**config.mk**
```make
export PLATFORM = sky130hd
export DESIGN_NAME = chip_select_decoder
export DESIGN_NICKNAME = d
export VERILOG_FILES = /design/src/rtl/addr_dec_pkg.sv /design/src/rtl/region_match.sv /design/src/rtl/cfg_check.sv /design/src/rtl/read_mux.sv /design/src/rtl/chip_select_decoder.sv
export SDC_FILE = /design/constraint.sdc
export NUM_CORES = 1
export LEC_CHECK = 0
export BUFFER_PORTS_ARGS = -buffer_cell sky130_fd_sc_hd__buf_4
export CAP_MARGIN = 20
export CORE_MARGIN = 4
export CORE_UTILIZATION = 25
export DETAILED_ROUTE_END_ITERATION = 6
export PLACE_DENSITY = 0.67
export REMOVE_ABC_BUFFERS = 1
export SYNTH_ARGS = -nofsm -noshare
export SYNTH_HDL_FRONTEND = slang
export SYNTH_SLANG_ARGS = --single-unit
export TNS_END_PERCENT = 30
```
**constraint.sdc**
```tcl
create_clock -name clk -period 3.25 [get_ports clk]
set_input_delay 0.8125 -clock clk [delete_from_list [all_inputs] [get_ports clk]]
set_output_delay 0.8125 -clock clk [all_outputs]
set_load 0.02 [all_outputs]
```
**src/rtl/addr_dec_pkg.sv**
```systemverilog
package addr_dec_pkg;

    typedef struct packed {
        logic err;
    } cfg_state_t;

    function automatic logic [63:0] low_mask(input int k);
        logic [63:0] m;
        for (int i = 0; i < 64; i++) begin
            m[i] = (i < k);
        end
        return m;
    endfunction

    function automatic logic region_bad(input logic [63:0] base, input int k, input int aw);
        return (k > aw) || ((base & low_mask(k)) != 64'd0);
    endfunction

    function automatic logic regions_overlap(input logic [63:0] b0, input int k0,
                                             input logic [63:0] b1, input int k1);
        int kmax;
        kmax = (k0 > k1) ? k0 : k1;
        return ((b0 ^ b1) & ~low_mask(kmax)) == 64'd0;
    endfunction

endpackage

```
**src/rtl/region_match.sv**
```systemverilog
module region_match
    import addr_dec_pkg::*;
#(
    parameter int ADDR_W = 16,
    parameter logic [ADDR_W-1:0] BASE = '0,
    parameter int K = 8
) (
    input  logic [ADDR_W-1:0] addr,
    output logic              hit,
    output logic [ADDR_W-1:0] local_addr
);
    localparam logic [63:0] MASK64 = low_mask(K);
    localparam logic [ADDR_W-1:0] LOW_MASK = MASK64[ADDR_W-1:0];

    always_comb begin
        hit        = ((addr ^ BASE) & ~LOW_MASK) == '0;
        local_addr = addr & LOW_MASK;
    end
endmodule

```
**src/rtl/cfg_check.sv**
```systemverilog
module cfg_check
    import addr_dec_pkg::*;
#(
    parameter int ADDR_W = 16,
    parameter int NUM_DEV = 4,
    parameter logic [NUM_DEV*ADDR_W-1:0] BASE_LIST = '0,
    parameter logic [NUM_DEV*8-1:0] SIZE_LIST = '0
) (
    input  logic clk,
    input  logic rst_n,
    output logic cfg_err
);
    cfg_state_t state_d, state_q;

    always_comb begin
        state_d = state_q;
        state_d.err = 1'b0;
        for (int i = 0; i < NUM_DEV; i++) begin
            if (region_bad(64'(BASE_LIST[i*ADDR_W +: ADDR_W]), int'(SIZE_LIST[i*8 +: 8]), ADDR_W)) begin
                state_d.err = 1'b1;
            end
            for (int j = i + 1; j < NUM_DEV; j++) begin
                if (regions_overlap(64'(BASE_LIST[i*ADDR_W +: ADDR_W]), int'(SIZE_LIST[i*8 +: 8]),
                                    64'(BASE_LIST[j*ADDR_W +: ADDR_W]), int'(SIZE_LIST[j*8 +: 8]))) begin
                    state_d.err = 1'b1;
                end
            end
        end
    end

    always_ff @(posedge clk or negedge rst_n) begin
        if (!rst_n) begin
            state_q <= '0;
        end else begin
            state_q <= state_d;
        end
    end

    assign cfg_err = state_q.err;


    err_sticky_chk: assert property (@(posedge clk) disable iff (!rst_n)
        cfg_err |=> cfg_err);
endmodule

```
**src/rtl/read_mux.sv**
```systemverilog
module read_mux #(
    parameter int NUM_DEV = 4,
    parameter int DATA_W = 8,
    parameter logic [DATA_W-1:0] IDLE_DATA = '1
) (
    input  logic [NUM_DEV-1:0]        sel,
    input  logic [NUM_DEV*DATA_W-1:0] dev_rdata,
    output logic [DATA_W-1:0]         rd_data
);
    always_comb begin
        rd_data = IDLE_DATA;
        for (int i = 0; i < NUM_DEV; i++) begin
            if (sel[i]) begin
                rd_data = dev_rdata[i*DATA_W +: DATA_W];
            end
        end
    end
endmodule

```
**src/rtl/chip_select_decoder.sv**
```systemverilog
module chip_select_decoder
    import addr_dec_pkg::*;
#(
    parameter int ADDR_W = 16,
    parameter int NUM_DEV = 4,
    parameter int DATA_W = 8,
    parameter logic [NUM_DEV*ADDR_W-1:0] BASE_LIST = {16'h8000, 16'hFF00, 16'h7000, 16'h0000},
    parameter logic [NUM_DEV*8-1:0] SIZE_LIST = {8'd13, 8'd8, 8'd12, 8'd14},
    parameter logic [DATA_W-1:0] IDLE_DATA = '1
) (
    input  logic                      clk,
    input  logic                      rst_n,
    input  logic [ADDR_W-1:0]         addr,
    input  logic [NUM_DEV*DATA_W-1:0] dev_rdata,
    output logic [NUM_DEV-1:0]        cs_n,
    output logic [NUM_DEV*ADDR_W-1:0] dev_addr,
    output logic [DATA_W-1:0]         rd_data,
    output logic                      cfg_err
);
    logic [NUM_DEV-1:0]        hit;
    logic [NUM_DEV-1:0]        sel;
    logic [NUM_DEV*ADDR_W-1:0] local_all;

    for (genvar g = 0; g < NUM_DEV; g++) begin : g_region
        region_match #(
            .ADDR_W(ADDR_W),
            .BASE  (BASE_LIST[g*ADDR_W +: ADDR_W]),
            .K     (int'(SIZE_LIST[g*8 +: 8]))
        ) u_match (
            .addr      (addr),
            .hit       (hit[g]),
            .local_addr(local_all[g*ADDR_W +: ADDR_W])
        );

        assign dev_addr[g*ADDR_W +: ADDR_W] = sel[g] ? local_all[g*ADDR_W +: ADDR_W] : '0;


        sel_needs_hit_chk: assert property (@(posedge clk) disable iff (!rst_n)
            !cs_n[g] |-> hit[g]);
    end

    always_comb begin
        logic taken;
        taken = 1'b0;
        for (int i = 0; i < NUM_DEV; i++) begin
            sel[i] = hit[i] && !taken;
            taken  = taken || hit[i];
        end
    end

    assign cs_n = ~sel;

    read_mux #(
        .NUM_DEV  (NUM_DEV),
        .DATA_W   (DATA_W),
        .IDLE_DATA(IDLE_DATA)
    ) u_mux (
        .sel      (sel),
        .dev_rdata(dev_rdata),
        .rd_data  (rd_data)
    );

    cfg_check #(
        .ADDR_W   (ADDR_W),
        .NUM_DEV  (NUM_DEV),
        .BASE_LIST(BASE_LIST),
        .SIZE_LIST(SIZE_LIST)
    ) u_cfg (
        .clk    (clk),
        .rst_n  (rst_n),
        .cfg_err(cfg_err)
    );


    cs_exclusive_chk: assert property (@(posedge clk) disable iff (!rst_n)
        $onehot0(~cs_n));


    idle_data_chk: assert property (@(posedge clk) disable iff (!rst_n)
        (&cs_n) |-> (rd_data == IDLE_DATA));
endmodule

```
==> flow_summary.toml <==
[critical_path]
cp.arrival_ns = 2.11
end_kind = "output pin"
crit_slowest_cell = "and4_1"
start_kind = "input port"
path_cells = "buf_4, and4_1, buf_4, and3_1, buf_4"
worst_path_dominant_cell_family = "simple AND/OR/NAND/NOR gates"
crit_type = "in2out"
slowest_delay_ns = 0.55
cp_max_fo = 20
path_buf_inv = 3
crit_top_cell = "buf_4"
startpoint = "addr[14]"
required_ns = 2.44

[finish]
syn_to_final_growth_pct = 75.20
utilization_pct = 45.15
final_cells = 275
n_clock_buffer = 0
n_antenna_cell = 0
regArea_um2 = 0
seq_cells = 0
drive_gt1_share_pct = 57.27
nNetsFinal = 279

[floorplanning]
start_util_pct = 25.77
ios = 127
die_w_um = 69.43
core.rowCount = 22
die_h_um = 69.43
coreArea_mm2 = 0.003661
dieArea_mm2 = 0.004821

[sta]
rsz0062_at_grt = "no"
max_freq_mhz = 342.6
setup_tns_ns = 0
setup_viol = 0
hold_viol_final = 0
min_period_ns = 2.919
slew_headroom_pct = 63.10
worstMarginPinSlew_ns = 0.5535
slew_viol_final = 0
fin_crit_sh_pct = 89.81

[worst_hold_path]
worstHoldPathType = "in2out"
worstHoldStart = "dev_rdata[30]"

[cts]
ctsResizeCount = 0
cts_setup_buffers = 0
hold_buffers = 0

[route]
post_drt_wl_per_cell_um = 13.14
drt_iter0_drc = 13
ant_nets = 0
route.detailed.drc = 0
wl_mm = 3.613
vias = 1189
viasPerCell = 4.324
drt-pass1-iter-count = 4

[global_route]
grt_overflow_total = 0
grt_use_total_pct = 13.06
antenna_found_initial = 0
grt_max_degree = 21
first_global_vias = 1099
grt_pass1_wl_mm = 5.437

[synth]
netlist_instances = 129
avgSynthCellArea_um2 = 7.313
synth.top_cell.area_share_pct = 25.86
synth_area_leader_cell = "and2_1"
synth_area_um2 = 943.4
synth.distinct_cells = 21
ys_seq_area_share_pct = 0
synthTopCellsByArea = "and2_1 (26%), buf_4 (17%), buf_6 (9.5%)"
yosysWarnings = 0

[pwr]
p_leak_uw = 0.0008792
fin_total_pwr_uw = 190.2
ir_worst_vdd_v = 0.00009184
powerDensity_mw_per_mm2 = 115.1

[status]
outcome = "complete, no violations"

[placement]
finalWeightedCongestion = 0.7220
port_buffers = 107
hpwl_mm = 2.919
placed_cells = 275

[job]
cap_violations = 0
==> cell usage in the layout, fill, tap and decap left out <==
cell type / count
inv_1: 3
nor3b_4: 1
a32oi_1: 7
nand4b_1: 8
nor2_2: 1
and4_1: 2
nand2_1: 1
or2_2: 6
and3_1: 8
and2_1: 39
buf_4: 112
and4b_1: 1
a21o_4: 1
a21oi_1: 8
a32oi_2: 1
conb_1: 18
o21ai_2: 8
or2_0: 1
or2_1: 1
==> per-stage QoR <==
step                hold slack (ns)  cell area [um2]  setup WS [ns]
finish                        1.928             1653         0.3313
floorplan                     1.766            752.0         0.7438
detailed placement            1.927             1653         0.3272
CTS                           1.929             1653         0.3236
global route                  1.945             1653         0.2373
global placement              1.927             1653         0.3385
==> path summary, 6_finish.rpt <==
path | cells past startpoint | slack, ns | endpoint
setup / recovery | 5 | 0.33 | dev_addr[32]
hold / removal | 4 | 1.93 | rd_data[6]
==> logic make-up after synthesis <==
group                  count (synthesis)  synth area share, %
AO/OA/AOI/OAI                         25                21.49
other                                  1               0.3975
buffers and inverters                 34                28.25
AND/OR/NAND/NOR                       69                49.87
==> cell type report <==
cell class,count,area (um2)
timing repair buffer,112,840.8
fill,390,2008
inverter,3,11.26
multi-input combinational,112,740.7
tap,48,60.06
==> metal layers <==
metal / vias to the layer above / routed length (um) / GRT usage (%)
met2: 60 / 1876 / 24.79
met3: 0 / 341 / 2.899
met1: 525 / 1395 / 15.76
met5: - / 0 / 0
li1: 604 / - / -
met4: 0 / 0 / 0
==> where the power goes <==
part | internal, uW | leakage [uW] | total (uW) | switching (uW)
Sequential | 0 | 0 | 0 | 0
Combinational | 89.2 | 0.000879 | 190 | 101
Clock | 0 | 0 | 0 | 0
==> cells in the mapped netlist, drive strengths merged <==
master	number
and2	39
buf	29
a21oi	8
a32oi	8
and3	8
nand4b	8
o21ai	8
or2	8
inv	3
and4	2
clkbuf	2
a21o	1
and4b	1
conb	1
nand2	1
nor2	1
nor3b	1
Power figures use the tool's default switching activity.
